--- src/rtl/irqh_pkg.sv ---
package irqh_pkg;
  // register byte offsets
  localparam int unsigned OFS_PEND  = 32'h00;
  localparam int unsigned OFS_EN    = 32'h04;
  localparam int unsigned OFS_ROUTE = 32'h08;
  localparam int unsigned OFS_SENSE = 32'h0C;
  localparam int unsigned OFS_TRIG  = 32'h10;
  localparam int unsigned OFS_MASKD = 32'h14;
  localparam int unsigned OFS_VEC   = 32'h18;
  // reserved sources 17..19 at bits 14..12
  localparam logic [31:0] RSVD_DEFAULT = 32'h0000_7000;
endpackage

--- src/rtl/irqh_sync.sv ---
module irqh_sync #(
  parameter int unsigned W = 32,
  parameter logic [W-1:0] RST_VAL = '1
) (
  input  logic         clk,
  input  logic         rst_n,
  input  logic [W-1:0] d,
  output logic [W-1:0] q
);
  for (genvar b = 0; b < W; b++) begin : g_bit
    logic meta_q, sync_q;
    always_ff @(posedge clk or negedge rst_n) begin
      if (!rst_n) begin
        meta_q <= RST_VAL[b];
        sync_q <= RST_VAL[b];
      end else begin
        meta_q <= d[b];
        sync_q <= meta_q;
      end
    end
    assign q[b] = sync_q;
  end
endmodule

--- src/rtl/irqh_detect.sv ---
module irqh_detect #(
  parameter int unsigned N = 32,
  parameter logic [N-1:0] RSVD = '0
) (
  input  logic         clk,
  input  logic         rst_n,
  input  logic [N-1:0] lvl_now,
  input  logic [N-1:0] trig,
  input  logic [N-1:0] sense,
  output logic [N-1:0] set_evt
);
  logic [N-1:0] prev_q;
  logic [N-1:0] active_w, level_evt, edge_evt;

  always_ff @(posedge clk or negedge rst_n) begin
    if (!rst_n) prev_q <= '1;
    else        prev_q <= lvl_now;
  end

  assign active_w  = ~(lvl_now ^ sense);
  assign level_evt = ~trig & active_w;
  assign edge_evt  = trig & active_w & (lvl_now ^ prev_q);
  assign set_evt   = (level_evt | edge_evt) & ~RSVD;

  // an edge-mode set only happens when the input changed
  assert_edge_change_R5: assert property (@(posedge clk) disable iff (!rst_n)
    ((set_evt & trig & ~(lvl_now ^ prev_q)) == '0));
endmodule

--- src/rtl/irqh_prio.sv ---
module irqh_prio #(
  parameter int unsigned N = 32
) (
  input  logic [N-1:0] msk,
  output logic [N-1:0] vec
);
  // lowest source number wins; source n sits at bit N-1-n
  function automatic logic [N-1:0] pick_src(input logic [N-1:0] m);
    logic [N-1:0] r;
    r = '1;
    for (int n = N - 1; n >= 0; n--) begin
      if (m[N-1-n]) r = N'(n);
    end
    return r;
  endfunction

  assign vec = pick_src(msk);
endmodule

--- src/rtl/prio_irq_hub.sv ---
module prio_irq_hub #(
  parameter int unsigned N_SRC  = 32,
  parameter int unsigned ADDR_W = 8,
  parameter logic [N_SRC-1:0] RSVD = N_SRC'(irqh_pkg::RSVD_DEFAULT)
) (
  input  logic              clk,
  input  logic              rst_n,
  input  logic [N_SRC-1:0]  src_in,
  input  logic              wr_en,
  input  logic [ADDR_W-1:0] addr,
  input  logic [N_SRC-1:0]  wdata,
  output logic [N_SRC-1:0]  rdata,
  output logic              irq_norm,
  output logic              irq_crit
);
  localparam logic [ADDR_W-1:0] A_PEND  = ADDR_W'(irqh_pkg::OFS_PEND);
  localparam logic [ADDR_W-1:0] A_EN    = ADDR_W'(irqh_pkg::OFS_EN);
  localparam logic [ADDR_W-1:0] A_ROUTE = ADDR_W'(irqh_pkg::OFS_ROUTE);
  localparam logic [ADDR_W-1:0] A_SENSE = ADDR_W'(irqh_pkg::OFS_SENSE);
  localparam logic [ADDR_W-1:0] A_TRIG  = ADDR_W'(irqh_pkg::OFS_TRIG);
  localparam logic [ADDR_W-1:0] A_MASKD = ADDR_W'(irqh_pkg::OFS_MASKD);
  localparam logic [ADDR_W-1:0] A_VEC   = ADDR_W'(irqh_pkg::OFS_VEC);
  localparam logic [N_SRC-1:0]  LIVE    = ~RSVD;

  logic [N_SRC-1:0] pend_q, en_q, route_q, sense_q, trig_q;
  logic [N_SRC-1:0] lvl_sync, set_evt, clr_vec, msk_w, vec_w, wmask;
  logic             wr_pend;

  irqh_sync #(.W(N_SRC), .RST_VAL('1)) u_sync (
    .clk(clk), .rst_n(rst_n), .d(src_in), .q(lvl_sync));

  irqh_detect #(.N(N_SRC), .RSVD(RSVD)) u_det (
    .clk(clk), .rst_n(rst_n), .lvl_now(lvl_sync),
    .trig(trig_q), .sense(sense_q), .set_evt(set_evt));

  assign wr_pend = wr_en && (addr == A_PEND);
  assign wmask   = wdata & LIVE;
  assign clr_vec = wr_pend ? wmask : '0;

  always_ff @(posedge clk or negedge rst_n) begin
    if (!rst_n) begin
      pend_q  <= '0;
      en_q    <= '0;
      route_q <= LIVE;
      sense_q <= '0;
      trig_q  <= '0;
    end else begin
      pend_q <= (pend_q & ~clr_vec) | set_evt;
      if (wr_en) begin
        case (addr)
          A_EN:    en_q    <= wmask;
          A_ROUTE: route_q <= wmask;
          A_SENSE: sense_q <= wmask;
          A_TRIG:  trig_q  <= wmask;
          default: ;
        endcase
      end
    end
  end

  assign msk_w = pend_q & en_q;

  irqh_prio #(.N(N_SRC)) u_prio (.msk(msk_w), .vec(vec_w));

  assign irq_norm = |(msk_w & route_q);
  assign irq_crit = |(msk_w & ~route_q);

  always_comb begin
    case (addr)
      A_PEND:  rdata = pend_q;
      A_EN:    rdata = en_q;
      A_ROUTE: rdata = route_q;
      A_SENSE: rdata = sense_q;
      A_TRIG:  rdata = trig_q;
      A_MASKD: rdata = msk_w;
      A_VEC:   rdata = vec_w;
      default: rdata = '0;
    endcase
  end

  // reserved pending bits stay low
  assert_rsvd_quiet_R2: assert property (@(posedge clk) disable iff (!rst_n)
    ((pend_q & RSVD) == '0));
  // a written one clears the bit unless a new set arrives
  assert_w1c_clear_R6: assert property (@(posedge clk) disable iff (!rst_n)
    (wr_pend && ((wmask & ~set_evt) != '0)) |=>
    ((pend_q & $past(wmask & ~set_evt)) == '0));
  // pending bits only fall through a clear write
  assert_pend_sticky_R6: assert property (@(posedge clk) disable iff (!rst_n)
    (!wr_pend) |=> ((pend_q & $past(pend_q)) == $past(pend_q)));
  // an output is up exactly when the vector names a source
  assert_vec_irq_R10: assert property (@(posedge clk) disable iff (!rst_n)
    ((irq_norm || irq_crit) == (vec_w != '1)));
endmodule

--- config.mk ---
export PLATFORM = sky130hd
export DESIGN_NAME = prio_irq_hub
export DESIGN_NICKNAME = d
export VERILOG_FILES = /design/src/rtl/irqh_pkg.sv /design/src/rtl/irqh_sync.sv /design/src/rtl/irqh_detect.sv /design/src/rtl/irqh_prio.sv /design/src/rtl/prio_irq_hub.sv
export SDC_FILE = /design/constraint.sdc
export NUM_CORES = 1
export LEC_CHECK = 0
export ABC_AREA = 1
export BUFFER_PORTS_ARGS = -buffer_cell sky130_fd_sc_hd__buf_2
export CORE_ASPECT_RATIO = 0.6
export CORE_MARGIN = 2
export CORE_UTILIZATION = 58
export CTS_CLUSTER_DIAMETER = 80
export CTS_CLUSTER_SIZE = 14
export DETAILED_ROUTE_END_ITERATION = 6
export GPL_TIMING_DRIVEN = 1
export PLACE_DENSITY = 0.78
export SETUP_SLACK_MARGIN = 0.4
export SYNTH_ARGS = -nofsm -noshare
export SYNTH_HDL_FRONTEND = slang
export SYNTH_SLANG_ARGS = --single-unit
--- constraint.sdc ---
create_clock -name clk -period 2.1 [get_ports clk]
set_input_delay 0.105 -clock clk [delete_from_list [all_inputs] [get_ports clk]]
set_output_delay 0.105 -clock clk [all_outputs]
set_load 0.01 [all_outputs]
======== Yosys cells after proc, flatten, opt, wreduce, memory -nomap -nowiden ========
Cells that the tools add are included.
storage, ports and cells
  bits in registers ....................... 244
  bits in latches ......................... 0
  bits in writable memories ............... 0
  ROM bits ................................ 0
  input bits .............................. 75
  memories ................................ 0
operators by class
  add/sub/neg operators ................... 0
  multipliers ............................. 0
  divide/modulo/power cells ............... 0
  order comparisons ....................... 0
  equality and inequality tests ........... 6
  shifts and indexed selects .............. 0
  muxes and demuxes ....................... 34
  bitwise operators ....................... 15
  reduce and logical (&&, ||, !) cells .... 8
operators with widths
  operator                                                          count
  32-bit 2-to-1 mux                                                 33
  32-bit AND                                                        7
  32-bit one-hot mux with 7 select lines                            1
  32-bit NOT                                                        4
  32-bit bitwise OR                                                 2
  32-bit OR reduction                                               2
  32-bit bitwise XOR                                                2
  8-bit by 5-bit == test with 1-bit output (second input constant)  3
  8-bit by 4-bit == test with 1-bit output (second input constant)  2
  8-bit by 3-bit == test with 1-bit output (second input constant)  1
  8-bit zero test                                                   1
  2-bit AND reduction                                               4
  1-bit logical AND                                                 1

======== Longest topological paths before layout ========
Gate-level depths: netlist of the first run.
  depth after elaboration ................. 34
  depth in mapped cells ................... 29

======== Cells and area by module ========
A second synthesis of the first run with hierarchy kept.
second synthesis, totals
  cell total of the unflattened synthesis .. 1813
  area, all modules ....................... 12943.7 sq um
modules (own cells, without submodules)
  module        instances  cells an instance  area an instance (sq um)  seq. area each (sq um)
  prio_irq_hub  1          1298               8647.0                    3739.8
  irqh_sync     1          96                 1921.8                    1681.6
  irqh_detect   1          294                1767.9                    762.0
  irqh_prio     1          125                606.8                     0.0

======== Least setup slack after synthesis of the first run ========
Ideal clock, no wire load.
  path type ............................... flip-flop to output port
  from .................................... register pend_q[1]
  to ...................................... output port rdata[0]
  arrival time ............................ 1.744 ns
  data required time ...................... 1.995 ns
  slack ................................... 0.251 ns
  cell stages (with the launch flop) ...... 30
  path buffers ............................ 0
  path through ............................ dfrtp_1 -> nand2_2 -> clkinv_2 -> nand2_2 -> nand2_1 -> nand2_1 -> nand2_1 -> nand2_1 -> nand2_1 -> nand2_1 -> nand2_1 -> nand2_1 -> nand2_1 -> nand2_1 -> nand2_1 -> nand2_1 -> nand2_1 -> nand2_1 -> nand2_1 -> nand2_1 -> nand2_1 -> nand2_1 -> nand2_1 -> nand2_1 -> nand2_1 -> nand2_1 -> nand2_1 -> nand2_1 -> nand2_1 -> nand2_1
on the way
  word-level cells in the longest chain between the ends .. 33
RTL lines
  element                                 line                text
  start: declaration                      prio_irq_hub.sv:25  logic [N_SRC-1:0] pend_q, en_q, route_q, sense_q, trig_q;
  start signal: assignment                prio_irq_hub.sv:48  pend_q <= (pend_q & ~clr_vec) | set_evt;
  32-bit AND                              prio_irq_hub.sv:61  assign msk_w = pend_q & en_q;
  32-bit 2-to-1 mux (31 in a row)         irqh_prio.sv:12     if (m[N-1-n]) r = N'(n);
  32-bit one-hot mux with 7 select lines  prio_irq_hub.sv:69  case (addr)
  end: declaration                        prio_irq_hub.sv:12  output logic [N_SRC-1:0] rdata,
Every way passes these cells.

======== Final worst setup path of the first run ========
Ends and elaborated chain as after synthesis.

==> results.md, run 1 <==
* Non-filler cells, final at 1605
* Power per Cell Area at 683.6 nW/um^2
* Final HPWL DP at 18.79 mm
* Post-synth top area cell: dfstp_2
* Slowest stage cell, crit path: dfrtp_1
* Total power at 9.242 mW
* Kind of critical path: register to output pin
* CTS tree: done
* Gr ovfl total at 0
* RSZ-0062 raised after global routing: true
* Warnings, synthesis at 0
* Area Growth Syn to Fin at 34.49%
* Cell-internal power at 6.944 mW
* Post-Place Cells at 1452
* Worst slew pin tran at 0.5416 ns
* Final TNS setup at -11.71 ns
* Startpoint Class: register
* Final setup vio count at 32
* Worst vdd ir at 712.8 uV
* Final Max Slew Viols at 0
* HP Class: input port to asynchronous set/reset pin
* Critical path data arrival time at 2.65 ns
* Area share of the largest cell type after synthesis at 0.3032
* Syn Nets at 1170
* Nets at 1433
* Place WS at -0.07776 ns
* Max Fclk at 363.4 MHz
* Post-synth EDFFs at 0
* Worst path max stage delay at 0.39 ns
* Root buffer cell: clkbuf_16
* Worst-skew pair later-pin latency at 0.51 ns
* # rows at 37
* Initial Util at 0.5900
* Die H at 106.0 um
* Vias in the first global route at 9158
* CTS buffer count at 20
* Critical path data required time at 2.00 ns
* Most used DFF post-synth: dfstp_2
* Max cap viols at 0
* Full die area at 18430 sq um
* Worst-path clk slew at 0.07 ns
* Die Span X at 174.0 um
* Fin worst setup slack at -0.6518 ns
* Asr flop ratio synth at 1.000
* Antenna Nets Post-Route at 0
* DR vias at 9548
* P_leak at 5.900 nW
* Antenna violations before repair at 1
* Final WL at 30.49 mm
* Final worst path period share at 1.310
* Largest net degree at the start of global routing at 67
* # DRC at 0
* Max-slew headroom at 0.6389
* Crit-path max FO at 2
* # port buffers at 102
* Crit-path most repeated cell: nand2_1
* Clock Skews at 0.01434 ns
* Yosys cell types at 32
* GRT Total Usage at 0.3316
* CTS Buffer Depth at 3
* 1st-iter DRT viols at 1171
* Combinational power share at 0.099
* Final Critical Period at 2.752 ns
* Mapped Cells at 1095
* Switching Share at 0.2486
* Vias per cell at 5.949
* Post-Syn Area at 10050 sq um
* Fin. Hold Viols at 0
* IO Pins at 109
* Avg WL per Cell at 19.00 um
* Share of cells above drive strength 1 at 0.3380
* Crit. End Element: output pin
* Status: finished, violations left
* Sequential fraction of the synthesis area at 0.5920
* Failing checks: negative setup slack
* Register share of total power at 0.532
* Placer Congestion at 0.9426
* Core ar. at 17040 sq um
* DR pass1 iterations at 6
* Synth Area per Inst at 9.180 sq um
* Clock sinks at 232
* Clock power frac at 0.368
* Yosys reg bits at 232
* Top post-synthesis cells by area: dfstp_2 (30%), dfrtp_1 (29%), nand2_1 (12%)
* Global-route wire length before repair at 48.12 mm
* H-tree levels at 1
* NetSw at 2.297 mW
## cells by family (layout without fill, tap and decap cells)
family                 count (synthesis)  count (layout)  share of synthesized area
other                                  0               1                          0
AND/OR/NAND/NOR                      449             449                     0.1843
flip-flops                           232             232                     0.5920
AO/OA/AOI/OAI                        276             276                     0.1699
buffers and inverters                138             413                    0.05377
## power by group through the flow
stage                     clock network (mW)  logic (mW)  registers, mW
after floorplan                            0       0.356           4.94
after global placement                     0       0.664           4.97
after detailed placement                   0       0.679           4.98
after CTS                               3.44       0.856           4.91
after global routing                    3.60        1.01           4.94
final                                   3.40       0.919           4.92
## placed cells by master (no fill, tap or decap), types with 2 or more instances in the layout
cell type,instances
a211oi_1,2
a21oi_1,6
a21oi_2,2
a221oi_1,26
a31oi_1,4
buf_12,10
buf_2,77
buf_4,106
buf_6,32
clkbuf_1,12
clkbuf_16,20
clkinv_4,2
dfrtp_1,116
dfstp_2,116
dlygate4sd3_1,59
inv_1,76
inv_2,14
inv_4,2
nand2_1,270
nand2_2,29
nand2_4,18
nand3_1,44
nand3_2,2
nand3_4,7
nand4_1,7
nor2_1,55
nor2_2,6
nor2_4,2
nor3_2,2
nor3_4,3
nor4_2,4
o2111ai_1,5
o211ai_1,17
o21ai_0,8
o21ai_1,152
o22ai_1,15
o311ai_1,30
## path summary, 6_finish.rpt
path                                    startpoint                 endpoint  slack [ns]  cells after the start
min in group clk                             wr_en              sense_q[24]        0.18                      4
max reg2reg                        u_det.prev_q[1]                pend_q[1]        1.08                      2
max                                      pend_q[1]                 rdata[0]       -0.65                     30
min                                          rst_n                pend_q[8]        0.16                      2
max in group asynchronous                    rst_n   u_sync.g_bit[4].sync_q        1.14                      3
min reg2reg                u_sync.g_bit[21].meta_q  u_sync.g_bit[21].sync_q        0.35                      0
## stage by stage
stage               utilization  hold WS, ns  cell area (sq um)
floorplan                     -      -0.1906              10230
global placement         0.6719      0.08610              11450
detailed placement       0.6719      0.09282              11450
CTS                      0.7814       0.1546              13310
global route             0.7936       0.1889              13520
finish                   0.7936       0.1640              13520
## sequential cells by signal (all words and copies together) (netlist names)
| register | cells |
|---|---|
| u_sync.g_bit.meta_q | 29 |
| route_q | 29 |
| u_det.prev_q | 29 |
| u_sync.g_bit.sync_q | 29 |
| en_q | 29 |
| trig_q | 29 |
| pend_q | 29 |
| sense_q | 29 |
## per-layer routing
layer / GRT usage / part of all wire / up-vias
li1: - / - / 4278
met1: 0.4750 / 0.42 / 4579
met2: 0.5165 / 0.45 / 593
met3: 0.06795 / 0.10 / 98
met4: 0.1026 / 0.033 / 0
met5: 0 / 0 / -
## cell usage after synthesis (2+ instances only)
master and count:
o211ai_1 17, o21ai_1 152, inv_1 78, nor3_2 3
nor2_1 61, nor2_2 2, a31oi_1 4, a2111oi_0 2
o2111ai_1 7, buf_2 5, nand2_2 4, inv_2 14
nand2_1 308, buf_4 4, clkbuf_1 29, dfstp_2 116
nand4_1 7, a211oi_1 4, dfrtp_1 116, nor3_1 2
o22ai_1 15, o311ai_1 30, o21ai_0 9, a221oi_1 26
nand2_4 5, a21oi_1 8, nand3_1 53, nor4_1 4
buf_1 7
## worst max-delay path: cells and delay by family (launching register included)
| kind | cells | cell delay [ns] |
|---|---|---|
| buffers and inverters | 2 | 0.14 |
| DFF | 1 | 0.39 |
| and+or+nand+nor | 28 | 1.61 |
## layout make-up
| type | count | area (sq um) |
|---|---|---|
| tap | 234 | 292.8 |
| fill | 1048 | 3517 |
| clock inverter | 2 | 25.02 |
| multi-input combinational | 725 | 3969 |
| clock buffer | 32 | 545.5 |
| timing repair buffer | 286 | 2375 |
| inverter | 93 | 359.1 |
| sequential | 232 | 5951 |
| antenna | 1 | 2.502 |
## what timing repair did
| item | 4_1_cts | 5_1_grt |
|---|---|---|
| endpoints found under the setup margin | 34 | 34 |
| buffers inserted | 40 | 18 |
| cloned | 1 | 0 |
| hold buffers | 59 | 0 |
| resized for setup | 82 | 19 |
| endpoints found under the hold margin | 230 | 0 |
| pin swaps | 27 | 25 |
No activity file was read; power rests on OpenSTA's default activity.
==> run 2: changes to the inputs <==
--- a/config.mk
+++ b/config.mk
@@ -15,6 +15,7 @@
 export DETAILED_ROUTE_END_ITERATION = 6
 export GPL_TIMING_DRIVEN = 1
 export PLACE_DENSITY = 0.78
+export RECOVER_POWER = 25
 export SETUP_SLACK_MARGIN = 0.4
 export SYNTH_ARGS = -nofsm -noshare
 export SYNTH_HDL_FRONTEND = slang
==> run 2 against run 1 <==
The run ends with max-capacitance violations, max-slew violations, negative setup slack left. Clock skew about the same. Sequential share of layout area hardly changed. Critical path depth did not move. Utilization decreased by 0.066 points. Wire length is essentially flat. Sequential power barely moved. Clock power about the same. Non-clock buffer count stayed put. Hold slack improved by 0.0092 ns. Setup slack worse by 0.0051 ns. Power is essentially flat. Flip-flop and latch count unchanged. Critical endpoint unchanged.
==> results.md, run 2 (same netlist as run 1, synthesis figures left out) <==
* Status: finished, violations left
* Failing checks: max-capacitance violations, max-slew violations, negative setup slack
* Root buffer cell: clkbuf_16
* Critical path data arrival time at 2.65 ns
* HP Class: input port to register
* Critical path data required time at 2.00 ns
* P_leak at 5.891 nW
* Global-route wire length before repair at 48.12 mm
* Hold Startpoint: wr_en
* CTS Buffer Depth at 3
* Antenna Nets Post-Route at 0
* Max Fclk at 362.7 MHz
* Worst vdd ir at 712.2 uV
* Final WL at 30.50 mm
* Fin worst setup slack at -0.6570 ns
* Placer Congestion at 0.9426
* Vias in the first global route at 9158
* Crit. End Element: output pin
* 1st-iter DRT viols at 1178
* CTS buffer count at 20
* Crit path launch: pend_q[1]
* H-tree levels at 1
* Final Max Slew Viols at 65
* DR vias at 9570
* Grt met1 use at 0.4750
* Worst-skew pair later-pin latency at 0.51 ns
* Max cap viols at 1
* GRT busiest layer: met2
* Startpoint Class: register
* Share of cells above drive strength 1 at 0.3343
* Largest net degree at the start of global routing at 67
* GRT Total Usage at 0.3316
* # rows at 37
* RSZ-0062 raised after global routing: true
* Crit-path most repeated cell: nand2_1
* Clock sinks at 232
* Worst slew pin tran at 1.719 ns
* Met2 global-route usage at 0.5165
* IO Pins at 109
* R2R Path Start: u_det.prev_q[1]
* CTS tree: done
* Total power at 9.239 mW
* Final Critical Period at 2.757 ns
* Vias per cell at 5.963
* Final worst path period share at 1.313
* Area Growth Syn to Fin at 34.38%
* Initial Util at 0.5900
* Full die area at 18430 sq um
* # port buffers at 102
* Antenna violations before repair at 1
* Nets at 1433
* Filler cells at 1049
* # DRC at 0
* Final HPWL DP at 18.79 mm
* Place WS at -0.07776 ns
* Final setup vio count at 32
* Die H at 106.0 um
* Core ar. at 17040 sq um
* Slowest stage cell, crit path: dfrtp_1
* Most frequent cells in the layout: nand2_1 (270), o21ai_1 (152), dfrtp_1 (116), dfstp_2 (112), buf_4 (106)
* Power per Cell Area at 683.9 nW/um^2
* Commonest non-fill, non-tap cell in the layout: nand2_1
* Die Span X at 174.0 um
* DR pass1 iterations at 7
* Worst-path clk slew at 0.07 ns
* Kind of critical path: register to output pin
* GRT met3 Usage at 0.06795
* Avg WL per Cell at 19.00 um
* Gr ovfl total at 0
* Worst path max stage delay at 0.39 ns
* Fin. Hold Viols at 0
* Clock Skews at 0.01443 ns
* Crit-path max FO at 2
* Max-slew headroom at -0.1459
-- run 2: changes by cell type in the layout (fill, tap and decap cells not counted), sizes merged --
cell / delta
clkbuf: +2
buf: -2
-- run 2: area by class of cell --
cell class	count	area, sq um	area share
repair buffers	286	2364	0.1750
multi-input cells	725	3969	0.2938
diodes	1	2.502	0.0001853
inverters	93	359.1	0.02658
well taps	234	292.8	0.02167
flip-flops and latches	232	5951	0.4405
clock inverters	2	25.02	0.001853
clock buffers	32	545.5	0.04039
-- run 2: worst max-delay path: cells and delay by family, from the launching register on --
kind                   cells  cell delay, ns
buffers and inverters      2            0.14
DFF                        1            0.39
and+or+nand+nor           28            1.61
-- run 2: worst paths after layout --
kind	endpoint	slack (ns)	depth (start not counted)
setup / recovery	rdata[0]	-0.66	30
hold / removal	sense_q[24]	0.17	4
min in group asynchronous	sense_q[3]	0.62	2
hold reg to reg	u_sync.g_bit[10].sync_q	0.35	0
max in group asynchronous	u_sync.g_bit[4].sync_q	0.26	3
setup reg to reg	pend_q[1]	1.08	2
-- run 2: what timing repair did --
action                                  CTS  global route
hold buffers                             59             0
endpoints found under the setup margin   34            34
cloned                                    1             0
gates resized for setup                  82            19
setup buffers                            40            18
pin swaps                                27            25
endpoints found under the hold margin   230             0
-- run 2: metal layers --
| layer | part of all wire | routed length (um) |
|---|---|---|
| met4 | 0.034 | 1031 |
| met1 | 0.42 | 12740 |
| met2 | 0.45 | 13590 |
| met3 | 0.10 | 3138 |
| met5 | 0 | 0 |
-- run 2: stage by stage --
stage                     setup TNS [ns]  hold slack [ns]  cells  instance area [sq um]    util
after floorplan                        0          -0.1906   1095                  10230       -
after global placement          -0.07748          0.08610   1452                  11450  0.6719
after detailed placement        -0.08459          0.09282   1452                  11450  0.6719
after CTS                         -8.147           0.1546   1586                  13310  0.7814
after global routing              -15.46           0.1889   1605                  13510  0.7929
final                             -12.08           0.1731   1605                  13510  0.7929
-- run 2: power breakdown --
group          internal [mW]  switching (mW)
clock network           1.79            1.61
logic                  0.399           0.518
registers               4.75           0.166
